<file path="config.mk">
export PLATFORM = sky130hd
export DESIGN_NAME = wrap_timer
export DESIGN_NICKNAME = d
export VERILOG_FILES = /design/src/rtl/wrap_timer_pkg.sv /design/src/rtl/wrap_timer_ctl.sv /design/src/rtl/wrap_timer_presc.sv /design/src/rtl/wrap_timer_cnt.sv /design/src/rtl/wrap_timer.sv
export SDC_FILE = /design/constraint.sdc
export NUM_CORES = 1
export LEC_CHECK = 0
export ABC_AREA = 1
export ABC_CLOCK_PERIOD_IN_PS = 2590
export CORE_ASPECT_RATIO = 1.5
export CORE_UTILIZATION = 45
export CTS_BUF_LIST = sky130_fd_sc_hd__clkbuf_16
export DETAILED_ROUTE_END_ITERATION = 6
export PLACE_DENSITY = 0.71
export SLEW_MARGIN = 20
export SYNTH_ARGS = -nofsm -noshare
export SYNTH_HDL_FRONTEND = slang
export SYNTH_SLANG_ARGS = --single-unit
</file>
<file path="constraint.sdc">
create_clock -name clk -period 2.59 [get_ports clk]
set_input_delay 0.518 -clock clk [delete_from_list [all_inputs] [get_ports clk]]
set_output_delay 0.518 -clock clk [all_outputs]
set_load 0.005 [all_outputs]
</file>
<file path="src/rtl/wrap_timer_pkg.sv">
package wrap_timer_pkg;

   localparam int CTL_W = 16;

   // bit positions inside the control word
   localparam int B_SWRST = 0;
   localparam int B_EN    = 1;
   localparam int B_ALOCK = 9;

   // bits that hold state; bit 0 is write-only
   localparam logic [CTL_W-1:0] CTL_KEEP = 16'h03FE;

   typedef enum logic [1:0] {
      WIDTH_MID    = 2'd0,
      WIDTH_NARROW = 2'd1,
      WIDTH_WIDE   = 2'd2,
      WIDTH_RSVD   = 2'd3
   } width_e;

   typedef enum logic [1:0] {
      RL_RAW     = 2'd0,
      RL_TICK    = 2'd1,
      RL_RAW_CLR = 2'd2,
      RL_RSVD    = 2'd3
   } reload_e;

   typedef struct packed {
      logic [5:0] spare;
      logic       alock;
      logic [2:0] psc;
      reload_e    sync;
      width_e     mode;
      logic       en;
      logic       swrst;
   } ctl_t;

   // log2 of the divide ratio for each prescaler code
   function automatic int unsigned psc_shift(input logic [2:0] code);
      case (code)
         3'd5:    return 6;
         3'd6:    return 8;
         3'd7:    return 10;
         default: return int'(code);
      endcase
   endfunction

endpackage

</file>
<file path="src/rtl/wrap_timer_ctl.sv">
module wrap_timer_ctl
   import wrap_timer_pkg::*;
#(
   parameter int SYNC_STAGES = 2
)(
   input  logic             clk,
   input  logic             rst_n,
   input  logic             wr_en,
   input  logic [CTL_W-1:0] wr_data,
   output ctl_t             ctl_q,
   output logic             soft_clr,
   output logic             run,
   output logic             busy
);

   logic [SYNC_STAGES-1:0] stg;

   // soft reset wins over every other field of the same write
   assign soft_clr = wr_en && wr_data[B_SWRST];

   always_ff @(posedge clk) begin
      if (!rst_n || soft_clr)
         ctl_q <= '0;
      else if (wr_en)
         ctl_q <= ctl_t'(wr_data & CTL_KEEP);
   end

   // enable passes a shift chain; busy covers every stage still differing
   always_ff @(posedge clk) begin
      if (!rst_n || soft_clr)
         stg <= '0;
      else
         stg <= {stg[SYNC_STAGES-2:0], ctl_q.en};
   end

   always_comb begin
      busy = (stg[0] != ctl_q.en);
      for (int i = 1; i < SYNC_STAGES; i++)
         busy = busy | (stg[i] != stg[i-1]);
   end

   assign run = stg[SYNC_STAGES-1];

endmodule

</file>
<file path="src/rtl/wrap_timer_presc.sv">
module wrap_timer_presc
   import wrap_timer_pkg::*;
#(
   parameter int PS_W = 10
)(
   input  logic       clk,
   input  logic       rst_n,
   input  logic       clr,
   input  logic       run,
   input  logic [2:0] code,
   input  logic       zap,
   output logic       tick
);

   logic [PS_W-1:0] pc;
   logic [PS_W-1:0] limit;

   // terminal count is ratio minus one
   assign limit = PS_W'((32'd1 << psc_shift(code)) - 32'd1);
   assign tick  = run && (pc == limit);

   // zap restarts the division at a reload
   always_ff @(posedge clk) begin
      if (!rst_n || clr || !run || zap || tick)
         pc <= '0;
      else
         pc <= pc + 1'b1;
   end

endmodule

</file>
<file path="src/rtl/wrap_timer_cnt.sv">
module wrap_timer_cnt
   import wrap_timer_pkg::*;
#(
   parameter int W_NARROW = 8,
   parameter int W_MID    = 16,
   parameter int W_WIDE   = 32
)(
   input  logic              clk,
   input  logic              rst_n,
   input  logic              clr,
   input  logic              run,
   input  logic              tick,
   input  logic              dir_down,
   input  logic              retrig,
   input  logic              lock_clr,
   input  logic              alock,
   input  width_e            mode,
   input  reload_e           sync,
   output logic [W_WIDE-1:0] count,
   output logic              ovf,
   output logic              unf,
   output logic              lock_upd,
   output logic              zap
);

   localparam logic [W_WIDE-1:0] TOP_N = {{(W_WIDE-W_NARROW){1'b0}}, {W_NARROW{1'b1}}};
   localparam logic [W_WIDE-1:0] TOP_M = {{(W_WIDE-W_MID){1'b0}}, {W_MID{1'b1}}};
   localparam logic [W_WIDE-1:0] TOP_W = {W_WIDE{1'b1}};

   logic [W_WIDE-1:0] top, cur, nxt;
   reload_e           sync_eff;
   logic              pend, req, apply, wrap_up, wrap_dn, lock_set;

   // reserved width code falls back to the middle width
   always_comb begin
      case (mode)
         WIDTH_NARROW: top = TOP_N;
         WIDTH_WIDE:   top = TOP_W;
         default:      top = TOP_M;
      endcase
   end

   // reserved sync code behaves as the raw-clock setting
   assign sync_eff = (sync == RL_RSVD) ? RL_RAW : sync;
   assign req      = run && (retrig || pend);
   // tick-aligned reload waits for the tick
   assign apply    = req && ((sync_eff != RL_TICK) || tick);
   assign zap      = apply && (sync_eff == RL_RAW_CLR);

   assign cur     = count & top;
   assign wrap_up = run && tick && !apply && !dir_down && (cur == top);
   assign wrap_dn = run && tick && !apply &&  dir_down && (cur == '0);

   always_comb begin
      if (apply)
         nxt = dir_down ? top : '0;
      else if (!tick)
         nxt = count;
      else if (dir_down)
         nxt = (cur == '0) ? top : cur - 1'b1;
      else
         nxt = (cur == top) ? '0 : cur + 1'b1;
   end

   // sticky flag fed by wraps and reloads
   assign lock_set = alock && (apply || wrap_up || wrap_dn);

   always_ff @(posedge clk) begin
      if (!rst_n || clr) begin
         count    <= '0;
         pend     <= 1'b0;
         ovf      <= 1'b0;
         unf      <= 1'b0;
         lock_upd <= 1'b0;
      end else begin
         if (run)
            count <= nxt;                 // hold while stopped
         pend <= req && !apply;
         ovf  <= wrap_up;
         unf  <= wrap_dn;
         if (lock_set)
            lock_upd <= 1'b1;
         else if (lock_clr)
            lock_upd <= 1'b0;
      end
   end

endmodule

</file>
<file path="src/rtl/wrap_timer.sv">
module wrap_timer
   import wrap_timer_pkg::*;
#(
   parameter int W_NARROW    = 8,
   parameter int W_MID       = 16,
   parameter int W_WIDE      = 32,
   parameter int SYNC_STAGES = 2,
   parameter int PS_W        = 10
)(
   input  logic              clk,
   input  logic              rst_n,
   input  logic              ctl_we,
   input  logic [CTL_W-1:0]  ctl_wdata,
   input  logic              dir_down,
   input  logic              retrig,
   input  logic              lock_clr,
   output logic [CTL_W-1:0]  ctl_rdata,
   output logic              en_busy,
   output logic              running,
   output logic [W_WIDE-1:0] count,
   output logic              ovf,
   output logic              unf,
   output logic              lock_upd
);

   generate
      if (!(W_NARROW > 0 && W_NARROW < W_MID && W_MID < W_WIDE)) begin : g_bad_width
         $error("wrap_timer: widths must rise strictly, narrow < mid < wide");
      end
      if (SYNC_STAGES < 2) begin : g_bad_sync
         $error("wrap_timer: SYNC_STAGES must be at least 2");
      end
      if (PS_W < 10) begin : g_bad_psc
         $error("wrap_timer: PS_W must hold the largest divide ratio");
      end
   endgenerate

   ctl_t ctl_q;
   logic soft_clr, run, tick, zap;

   wrap_timer_ctl #(.SYNC_STAGES(SYNC_STAGES)) u_ctl (
      .clk      (clk),
      .rst_n    (rst_n),
      .wr_en    (ctl_we),
      .wr_data  (ctl_wdata),
      .ctl_q    (ctl_q),
      .soft_clr (soft_clr),
      .run      (run),
      .busy     (en_busy)
   );

   wrap_timer_presc #(.PS_W(PS_W)) u_psc (
      .clk   (clk),
      .rst_n (rst_n),
      .clr   (soft_clr),
      .run   (run),
      .code  (ctl_q.psc),
      .zap   (zap),
      .tick  (tick)
   );

   wrap_timer_cnt #(.W_NARROW(W_NARROW), .W_MID(W_MID), .W_WIDE(W_WIDE)) u_cnt (
      .clk      (clk),
      .rst_n    (rst_n),
      .clr      (soft_clr),
      .run      (run),
      .tick     (tick),
      .dir_down (dir_down),
      .retrig   (retrig),
      .lock_clr (lock_clr),
      .alock    (ctl_q.alock),
      .mode     (ctl_q.mode),
      .sync     (ctl_q.sync),
      .count    (count),
      .ovf      (ovf),
      .unf      (unf),
      .lock_upd (lock_upd),
      .zap      (zap)
   );

   assign ctl_rdata = ctl_q;
   assign running   = run;

endmodule

</file>
==> impl_metrics.ini <==
[detailed_routing]
wire_per_inst_um = 15.4
via_per_inst = 5.40
dr.pass1.iters = 5
via_count = 6325
drc = 0
drtIter0Drc = 375
ant_nets = 0
routed_wirelength_mm = 18.0

[logic_synthesis]
syn_avg_cell_area_um2 = 5.72
yosys-top-cells-area = dfxtp_1, nand2_1, nor2_1
netlist_instances = 939
synth-main-ff-cell = dfxtp_1
synth.distinct_cells = 41
yosysSeqAreaShare = 0.212
yosys_warnings = 0
async_reset_ff_frac = 0
synth_commonest_cells = nand2_1, nor2_1, inv_1, nand3_1, dfxtp_1
yosysMostFrequentCell = nand2_1
synth_top_area_frac = 0.212
yosysTopAreaCell = dfxtp_1
ys_ff_latch = 57
synth_edf_count = 0
synth_area_mm2 = 0.00537

[floorplanning]
die-area_mm2 = 0.0124
row_count = 48
ioPinCount = 75
die_y_um = 136
core_mm2 = 0.0116
die_w_um = 91.2
initial_core_util = 0.463

[global_routing]
grt_pass1_vias = 5943
grt_max_degree = 30
antenna_found_initial = 0
grt_overflow = 0
grt_usage = 0.300
grt_pass1_wl_mm = 29.0

[clock_network]
cts_hold_buf = 0
cts.path.max_buffers = 2
clkSinkCount = 57
clock_latency_ns = 0.34
cts_buffers = 9
cts_root_buffer = clkbuf_16
htreeDepth = 3
cts_tree = done
clkTransAtPathRegs_ns = 0.06

[timing]
tns_ns = 0
period_share = 0.889
drv_slew = 0
fin_crit_ns = 2.30
fin_worst_skew_ns = 0.0103
rsz0062_at_grt = false
finalHoldViolCount = 0
fin_ws_ns = 0.288
slew_headroom = 0.648
final-setup-viol-count = 0
worst_pin_slew_ns = 0.523
fmax_mhz = 434

[placement]
portBuffers = 61
pre_cts_ws_ns = 0.161
dp_hpwl_mm = 13.9
place_inst = 1155
routabilityCongestion = 0.985

[power]
p_int_w = 0.00192
clockPowerShare = 0.493
seqPwrFrac = 0.334
power_density_mw_per_mm2 = 413
power_frac_comb = 0.173
power.static_leakage_nw = 3.18
swShare = 0.294
power.switching_w = 0.000798
vdd_drop_max_uv = 342

[min_path]
min_path_type = flip-flop to flip-flop

[status]
status = completed

[finish]
n_antenna_cell = 0
drive_gt1_frac = 0.128
syn_to_final_growth_pct = 22.6
final_cells = 1172
nets = 1043

[setup_path]
crit_fanout = 15
end_kind = flip-flop
crit_type = flip-flop to flip-flop
setup.worst_path.start_class = flip-flop
cp.arrival_ns = 2.53
worstPathRequired_ns = 2.82

[flow_run]
maxCapViolations = 0
[worst max-delay path, stage by stage (launching register included)]
cell and delay (ns):
dfxtp_1 0.45, inv_1 0.07, a21oi_1 0.20, nor2_1 0.07, nor3_2 0.17, nand3_2 0.23
nand2_1 0.19, nand2_2 0.16, nand2_2 0.11, buf_4 0.22, o21ai_1 0.10, inv_2 0.14
a21oi_1 0.08
[logic make-up (layout without fill, tap and decap cells)]
| logic type | count (synthesis) | count (layout) | share of synthesized area |
|---|---|---|---|
| simple gates | 591 | 591 | 0.499 |
| buf+inv | 138 | 215 | 0.119 |
| compound gates | 126 | 126 | 0.123 |
| flops | 57 | 57 | 0.212 |
| xor+xnor | 22 | 22 | 0.0359 |
| fa+ha+maj | 4 | 4 | 0.00932 |
| other cells | 1 | 7 | 0.000698 |
[per-layer routing]
| layer | part of all wire | vias up | global-route usage |
|---|---|---|---|
| met2 | 0.48 | 258 | 0.516 |
| li1 | - | 3165 | - |
| met4 | 0.066 | 0 | 0.220 |
| met5 | 0 | - | 0 |
| met1 | 0.40 | 2826 | 0.341 |
| met3 | 0.051 | 76 | 0.0376 |
[layout make-up]
type | instances | area, µm²
Fill cell | 1193 | 5010
Multi-Input combinational cell | 750 | 3620
Sequential cell | 57 | 1140
Timing Repair Buffer | 100 | 928
Inverter | 99 | 377
Clock buffer | 9 | 225
Tap cell | 150 | 188
Clock inverter | 7 | 103
[sequential cells by signal, summed over array words and instances (netlist names)]
register and count:
u_cnt.count 32, u_cnt.ovf 1, u_cnt.pend 1, u_cnt.unf 1, u_cnt.lock_upd 1, u_ctl.ctl_q 9
u_ctl.stg 2, u_psc.pc 10
[what timing repair did]
item | CTS | global route
endpoints found under the hold margin | 0 | 0
setup endpoints to repair | 0 | 26
setup buffers | 0 | 1
gates resized for setup | 0 | 7
[through the flow]
stage	hold slack (ns)	instance area [µm²]	power, W	util
global route	0.477	6590	0.00282	0.568
detailed placement	0.445	6220	0.00138	0.537
global placement	0.437	6220	0.00138	0.537
CTS	0.454	6550	0.00273	0.565
floorplan	0.421	5390	0.00125	-
finish	0.447	6590	0.00272	0.568
[power by group through the flow]
stage / registers, W / clock network, W / logic (W)
final: 0.000908 / 0.00134 / 0.000470
after global routing: 0.000909 / 0.00139 / 0.000526
after CTS: 0.000908 / 0.00136 / 0.000458
after detailed placement: 0.000927 / 0 / 0.000457
after global placement: 0.000927 / 0 / 0.000455
after floorplan: 0.000923 / 0 / 0.000322
[worst paths after layout]
path | start | endpoint | slack (ns) | cells after the start
min | u_ctl.stg[0] | u_ctl.stg[1] | 0.45 | 2
max | u_ctl.ctl_q[7] | u_cnt.count[10] | 0.29 | 12
min reg2reg | u_ctl.stg[0] | u_ctl.stg[1] | 0.45 | 2
max reg2reg | u_ctl.ctl_q[7] | u_cnt.count[10] | 0.29 | 12
[placed cells by master, fill, tap and decap left out, types with 4 or more instances in the layout]
master and instances:
nand4_1 18, nor3_1 12, nand2_1 301, o21ai_2 4
nor2_1 116, nor2_2 11, conb_1 7, ha_1 4
nor4_1 5, clkdlybuf4s50_1 61, dfxtp_1 55, inv_1 83
inv_2 12, xor2_1 17, nand3_1 77, buf_4 37
xnor2_1 5, nor3_2 6, clkbuf_16 9, nand2_2 9
nand3_2 16, o21ai_0 35, nor2_4 4, a21oi_1 45
o21ai_1 34
No activity file was read; power rests on OpenSTA's default activity.
